File: config.mk
export PLATFORM = sky130hd
export DESIGN_NAME = pfx_scanner
export DESIGN_NICKNAME = d
export VERILOG_FILES = /design/src/rtl/pfx_pkg.sv /design/src/rtl/pfx_classify.sv /design/src/rtl/pfx_accum.sv /design/src/rtl/pfx_size.sv /design/src/rtl/pfx_scanner.sv
export SDC_FILE = /design/constraint.sdc
export NUM_CORES = 1
export LEC_CHECK = 0
export BUFFER_PORTS_ARGS = -buffer_cell sky130_fd_sc_hd__clkbuf_2
export CAP_MARGIN = 40
export CELL_PAD_IN_SITES_DETAIL_PLACEMENT = 0
export CELL_PAD_IN_SITES_GLOBAL_PLACEMENT = 2
export CORE_MARGIN = 5
export CORE_UTILIZATION = 28
export CTS_BUF_LIST = sky130_fd_sc_hd__clkbuf_8 sky130_fd_sc_hd__clkbuf_16
export CTS_CLUSTER_DIAMETER = 200
export DETAILED_ROUTE_END_ITERATION = 10
export PLACE_DENSITY = 0.74
export SYNTH_ARGS = -nofsm -noshare
export SYNTH_HDL_FRONTEND = slang
export SYNTH_SLANG_ARGS = --single-unit
File: constraint.sdc
create_clock -name clk -period 1.55 [get_ports clk]
set_input_delay 0.2325 -clock clk [delete_from_list [all_inputs] [get_ports clk]]
set_output_delay 0.2325 -clock clk [all_outputs]
set_load 0.05 [all_outputs]
File: src/rtl/pfx_pkg.sv
// Package: shared types and decode helpers for the prefix scanner.
// Assumes byte-wide instruction streams.
package pfx_pkg;

    localparam int BYTE_W = 8;
    localparam int SEG_W  = 3;
    localparam logic [SEG_W-1:0] SEG_DEFAULT = 3'd3;

    typedef enum logic [1:0] {
        SZ8  = 2'd0,
        SZ16 = 2'd1,
        SZ32 = 2'd2,
        SZ64 = 2'd3
    } size_e;

    // Classification of one incoming byte
    typedef struct packed {
        logic             is_pfx;
        logic             is_seg;
        logic [SEG_W-1:0] seg;
        logic             is_osz;
        logic             is_asz;
        logic             is_lock;
        logic             is_rep;
        logic             is_ext;
    } pfx_class_t;

    // Prefix state gathered for the instruction in flight
    typedef struct packed {
        logic             seg_ovr;
        logic [SEG_W-1:0] seg;
        logic             osz;
        logic             asz;
        logic             lock;
        logic             rep;
        logic [3:0]       ext;
    } pfx_state_t;

    // True for opcodes whose operand is a single byte
    function automatic logic is_byte_op(input logic [BYTE_W-1:0] op);
        logic low_alu;
        low_alu = (op < 8'h40) &&
                  ((op[2:0] == 3'd0) || (op[2:0] == 3'd2) || (op[2:0] == 3'd4));
        return low_alu || (op == 8'h88) || (op == 8'h8A) || (op == 8'hC6) ||
               (op == 8'hA0) || (op == 8'hA2) || (op[7:3] == 5'b10110);
    endfunction

endpackage

File: src/rtl/pfx_classify.sv
// Module: pfx_classify
// Decodes one byte into prefix categories. Pure combinational.
// Assumes mode64 is static; extension bytes count as prefixes only in 64-bit mode.
module pfx_classify
    import pfx_pkg::*;
(
    input  logic [BYTE_W-1:0] byte_i,
    input  logic              mode64,
    output pfx_class_t        cls
);

    // Map the byte to its prefix category
    always_comb begin
        cls = '0;
        unique case (byte_i)
            8'h26: begin cls.is_seg = 1'b1; cls.seg = 3'd0; end
            8'h2E: begin cls.is_seg = 1'b1; cls.seg = 3'd1; end
            8'h36: begin cls.is_seg = 1'b1; cls.seg = 3'd2; end
            8'h3E: begin cls.is_seg = 1'b1; cls.seg = 3'd3; end
            8'h64: begin cls.is_seg = 1'b1; cls.seg = 3'd4; end
            8'h65: begin cls.is_seg = 1'b1; cls.seg = 3'd5; end
            8'h66: cls.is_osz  = 1'b1;
            8'h67: cls.is_asz  = 1'b1;
            8'hF0: cls.is_lock = 1'b1;
            8'hF2, 8'hF3: cls.is_rep = 1'b1;
            default: cls.is_ext = mode64 && (byte_i[7:4] == 4'h4);
        endcase
        cls.is_pfx = cls.is_seg | cls.is_osz | cls.is_asz |
                     cls.is_lock | cls.is_rep | cls.is_ext;
    end

endmodule

File: src/rtl/pfx_accum.sv
// Module: pfx_accum
// Holds the prefix state for the instruction being scanned.
// An extension prefix survives only while no other prefix follows it.
// Assumes take_pfx and take_op are never high together.
module pfx_accum
    import pfx_pkg::*;
(
    input  logic              clk,
    input  logic              rst_n,
    input  logic              take_pfx,
    input  logic              take_op,
    input  pfx_class_t        cls,
    input  logic [BYTE_W-1:0] byte_i,
    output pfx_state_t        st
);

    pfx_state_t st_q;

    // Update or clear the prefix state on each accepted byte
    always_ff @(posedge clk) begin
        if (!rst_n || take_op) begin
            st_q     <= '0;
            st_q.seg <= SEG_DEFAULT;
        end else if (take_pfx) begin
            if (cls.is_ext) begin
                st_q.ext <= byte_i[3:0];
            end else begin
                st_q.ext <= 4'd0;
                if (cls.is_seg) begin
                    st_q.seg_ovr <= 1'b1;
                    st_q.seg     <= cls.seg;
                end
                if (cls.is_osz)  st_q.osz  <= 1'b1;
                if (cls.is_asz)  st_q.asz  <= 1'b1;
                if (cls.is_lock) st_q.lock <= 1'b1;
                if (cls.is_rep)  st_q.rep  <= 1'b1;
            end
        end
    end

    assign st = st_q;

endmodule

File: src/rtl/pfx_size.sv
// Module: pfx_size
// Resolves operand and address size from mode, prefixes and opcode class.
// Pure combinational.
module pfx_size
    import pfx_pkg::*;
(
    input  logic              mode64,
    input  pfx_state_t        st,
    input  logic [BYTE_W-1:0] opcode,
    output size_e             op_sz,
    output size_e             ad_sz
);

    // Operand size: byte class, then wide bit, then 0x66
    always_comb begin
        if (is_byte_op(opcode))
            op_sz = SZ8;
        else if (mode64 && st.ext[3])
            op_sz = SZ64;
        else if (st.osz)
            op_sz = SZ16;
        else
            op_sz = SZ32;
    end

    // Address size: mode default, halved by 0x67
    always_comb begin
        if (mode64)
            ad_sz = st.asz ? SZ32 : SZ64;
        else
            ad_sz = st.asz ? SZ16 : SZ32;
    end

endmodule

File: src/rtl/pfx_scanner.sv
// Module: pfx_scanner (top)
// Consumes prefix bytes, then registers the opcode with its resolved
// attributes and holds them until out_ready. Synchronous active-low reset.
// Assumes mode64 changes only while reset is asserted.
module pfx_scanner
    import pfx_pkg::*;
(
    input  logic              clk,
    input  logic              rst_n,
    input  logic              mode64,
    input  logic              in_valid,
    input  logic [BYTE_W-1:0] in_byte,
    output logic              in_ready,
    output logic              op_valid,
    output logic [BYTE_W-1:0] op_byte,
    input  logic              out_ready,
    output logic              seg_ovr,
    output logic [SEG_W-1:0]  seg_sel,
    output logic              lock_seen,
    output logic              rep_seen,
    output logic [1:0]        op_size,
    output logic [1:0]        addr_size,
    output logic              ext_wide,
    output logic              ext_reg,
    output logic              ext_idx,
    output logic              ext_base
);

    pfx_class_t cls;
    pfx_state_t st;
    size_e      op_sz, ad_sz;
    logic       accept, take_pfx, take_op;

    pfx_classify u_cls (.byte_i(in_byte), .mode64(mode64), .cls(cls));

    // Accept handshake and split between prefix and opcode
    always_comb begin
        in_ready = !op_valid || out_ready;
        accept   = in_valid && in_ready;
        take_pfx = accept && cls.is_pfx;
        take_op  = accept && !cls.is_pfx;
    end

    pfx_accum u_acc (
        .clk(clk), .rst_n(rst_n), .take_pfx(take_pfx), .take_op(take_op),
        .cls(cls), .byte_i(in_byte), .st(st)
    );

    pfx_size u_sz (
        .mode64(mode64), .st(st), .opcode(in_byte), .op_sz(op_sz), .ad_sz(ad_sz)
    );

    // Register opcode attributes and manage the valid flag
    always_ff @(posedge clk) begin
        if (!rst_n) begin
            op_valid  <= 1'b0;
            op_byte   <= '0;
            seg_ovr   <= 1'b0;
            seg_sel   <= SEG_DEFAULT;
            lock_seen <= 1'b0;
            rep_seen  <= 1'b0;
            op_size   <= SZ32;
            addr_size <= SZ32;
            {ext_wide, ext_reg, ext_idx, ext_base} <= 4'd0;
        end else if (take_op) begin
            op_valid  <= 1'b1;
            op_byte   <= in_byte;
            seg_ovr   <= st.seg_ovr;
            seg_sel   <= st.seg;
            lock_seen <= st.lock;
            rep_seen  <= st.rep;
            op_size   <= op_sz;
            addr_size <= ad_sz;
            {ext_wide, ext_reg, ext_idx, ext_base} <= st.ext;
        end else if (out_ready) begin
            op_valid  <= 1'b0;
        end
    end

endmodule

==> impl_metrics.ini <==
[synthesis]
syn-num-nets = 200
synth-simple-area-share_pct = 29.0
synth_xor_area_share_pct = 0
synth_area_per_cell_um2 = 8.70
synth_edf_count = 0
synth-seq-area-share_pct = 43.3
ys_ff_latch = 35
synth_cell_types = 39
yosysWarnings = 0
synth_compound_area_share_pct = 11.3
synth_top_family_by_area = simple AND/OR/NAND/NOR gates
muxShareOfSynthArea_pct = 10.5
synthAdderAreaFrac_pct = 0.773
synth_area_um2 = 1620
async_flop_share_pct = 0
syn_inst = 186
synth_top_flop_cell = dfxtp_1

[critical_path]
r2r_start = op_valid
path_max_fanout = 19
cp.required_ns = 1.76
startpoint_type = primary input
critical_path_class = primary input to flop
regToRegEndpoint = op_byte[5]
cp-end-kind = flop
reg2reg_slack_ns = 0.31
reg2regPathDepth = 4
worst_ep_arrival_time_ns = 1.53

[route]
wl_per_cell_um = 13.1
via_per_inst = 4.67
drt_pre_antenna_iters = 4
vias = 1489
ant_nets = 0
drt_iter0_markers = 80
wl_um = 4180
drc = 0

[finish]
final_nets = 260
final_cell_mix = nand2_1, clkbuf_2, dfxtp_1
final_area_um2 = 2130
layout_commonest_cell = nand2_1
fill_cells = 614
fin_cells = 319
fin_util_pct = 38.3
largest_reg_flops = 12
regArea_um2 = 702
multi_input_area_um2 = 845
syn2layout_area_growth_pct = 31.9
antenna_cells = 0
drive_gt1_share_pct = 31.6

[power_and_ir_drop]
powerDensity_nw_per_um2 = 897
peakVddDrop_uv = 399
total_power_mw = 1.91
p_leak_nw = 0.942

[global_route]
met3_usage_pct = 2.98
grt_max_degree = 23
grt_overflow = 0
grt_pass1_vias = 1579
antenna_found_initial = 0
grt_pass1_wl_um = 7350
grtUsageTotal_pct = 12.5
met2_usage_pct = 21.3
use_met1_pct = 15.2
busiest_layer = met2

[clock_network]
postCtsSetupRepairBufs = 0
clk_latency_ns = 0.28
clk_pin_slew_worst_paths_ns = 0.07
cts_buffers = 5
cts_root_buffer = clkbuf_8
cts_sinks = 35
cts_max_level = 2
hold_buffers = 0
clk_path_buf_depth = 2
cts-resized-gates = 0
cts_tree = yes

[placement]
gp_congestion = 0.796
portBuffers = 36
dpl_cell_area_um2 = 2050
dpl.cell_count = 311
dp_hpwl_um = 3280
pre_cts_slack_ns = -0.0866

[status]
status = complete, no violations

[sta]
fin_crit_ns = 1.32
fin_tns_setup_ns = 0
skew_ns = 0.00297
hold_violations = 0
setup_viol = 0
min_period_over_period_pct = 85.2
max_freq_ghz = 0.757
slew_violations = 0
worst_slack_ns = 0.229
hold_ws_ns = 0.222
rsz0062_at_grt = no
relSlewSlack_pct = 66.3
tightestPinTransition_ns = 0.499

[die]
coreArea_um2 = 5570
die_h_um = 86.0
die_area_um2 = 7400
initial_core_util_pct = 29.0
pin_count = 37
die_w_um = 86.0
rows = 27

[hold_path]
worstHoldStart = in_valid
hp-class = primary input to flop
min_to = op_valid
holdPathStages = 3

[job]
drv_cap = 0
==> cells by family after synthesis <==
kind of cell / count (synthesis)
AO/OA/AOI/OAI: 25
adder cells (fa/ha/maj): 1
buffers and inverters: 16
flip-flops: 35
multiplexers: 17
AND/OR/NAND/NOR: 92
==> critical path, cell delays in order <==
cell       delay, ns
clkbuf_2        0.13
and4bb_1        0.23
nand3_2         0.11
o2111ai_4       0.20
nor2_8          0.40
mux2i_1         0.23
==> worst max path at each step <==
stage | start | to | slack, ns | cells past startpoint
floorplan | in_byte[6] | op_size[0] | 0.03 | 7
global placement | in_byte[6] | op_byte[7] | -0.08 | 6
detailed placement | in_byte[3] | op_byte[4] | -0.09 | 6
CTS | in_byte[3] | op_byte[4] | 0.21 | 6
global route | in_byte[7] | u_acc.st[8] | 0.03 | 6
finish | in_byte[3] | op_byte[5] | 0.23 | 6
==> layer usage <==
metal | part of all wire, % | vias to the layer above | wire (µm)
li1 | - | 765 | -
met1 | 47 | 694 | 1950
met2 | 48 | 24 | 2030
met3 | 3.6 | 6 | 150
met4 | 1.3 | 0 | 55
met5 | 0 | - | 0
==> area by class of cell <==
class	instances	area share (%)
inverters	3	0.528
well taps	72	4.22
flip-flops and latches	35	32.9
repair buffers	66	19.0
clock buffers	5	3.22
clock inverters	3	0.586
multi-input cells	135	39.6
==> synthesized netlist by cell type (2+ instances only) <==
master / n / area (µm²)
nand4_1: 3 / 18.8
dfxtp_1: 35 / 701
nor3b_1: 2 / 15.0
buf_2: 3 / 15.0
nor4b_1: 2 / 17.5
and3_1: 2 / 12.5
nor2b_1: 2 / 12.5
a21oi_1: 6 / 30.0
nand3_1: 11 / 55.1
nor2_1: 10 / 37.5
and4b_1: 2 / 20.0
clkbuf_1: 7 / 26.3
mux2i_1: 17 / 170
buf_6: 2 / 22.5
inv_1: 3 / 11.3
a21boi_0: 4 / 30.0
and2_1: 2 / 12.5
o21ai_0: 6 / 30.0
nand2_1: 44 / 165
nand2b_1: 4 / 25.0
==> where the power goes <==
part           switching, mW  internal (mW)
clock                  0.317          0.302
sequential            0.0131          0.926
combinational          0.232          0.124
(Power assumes the default switching activity.)
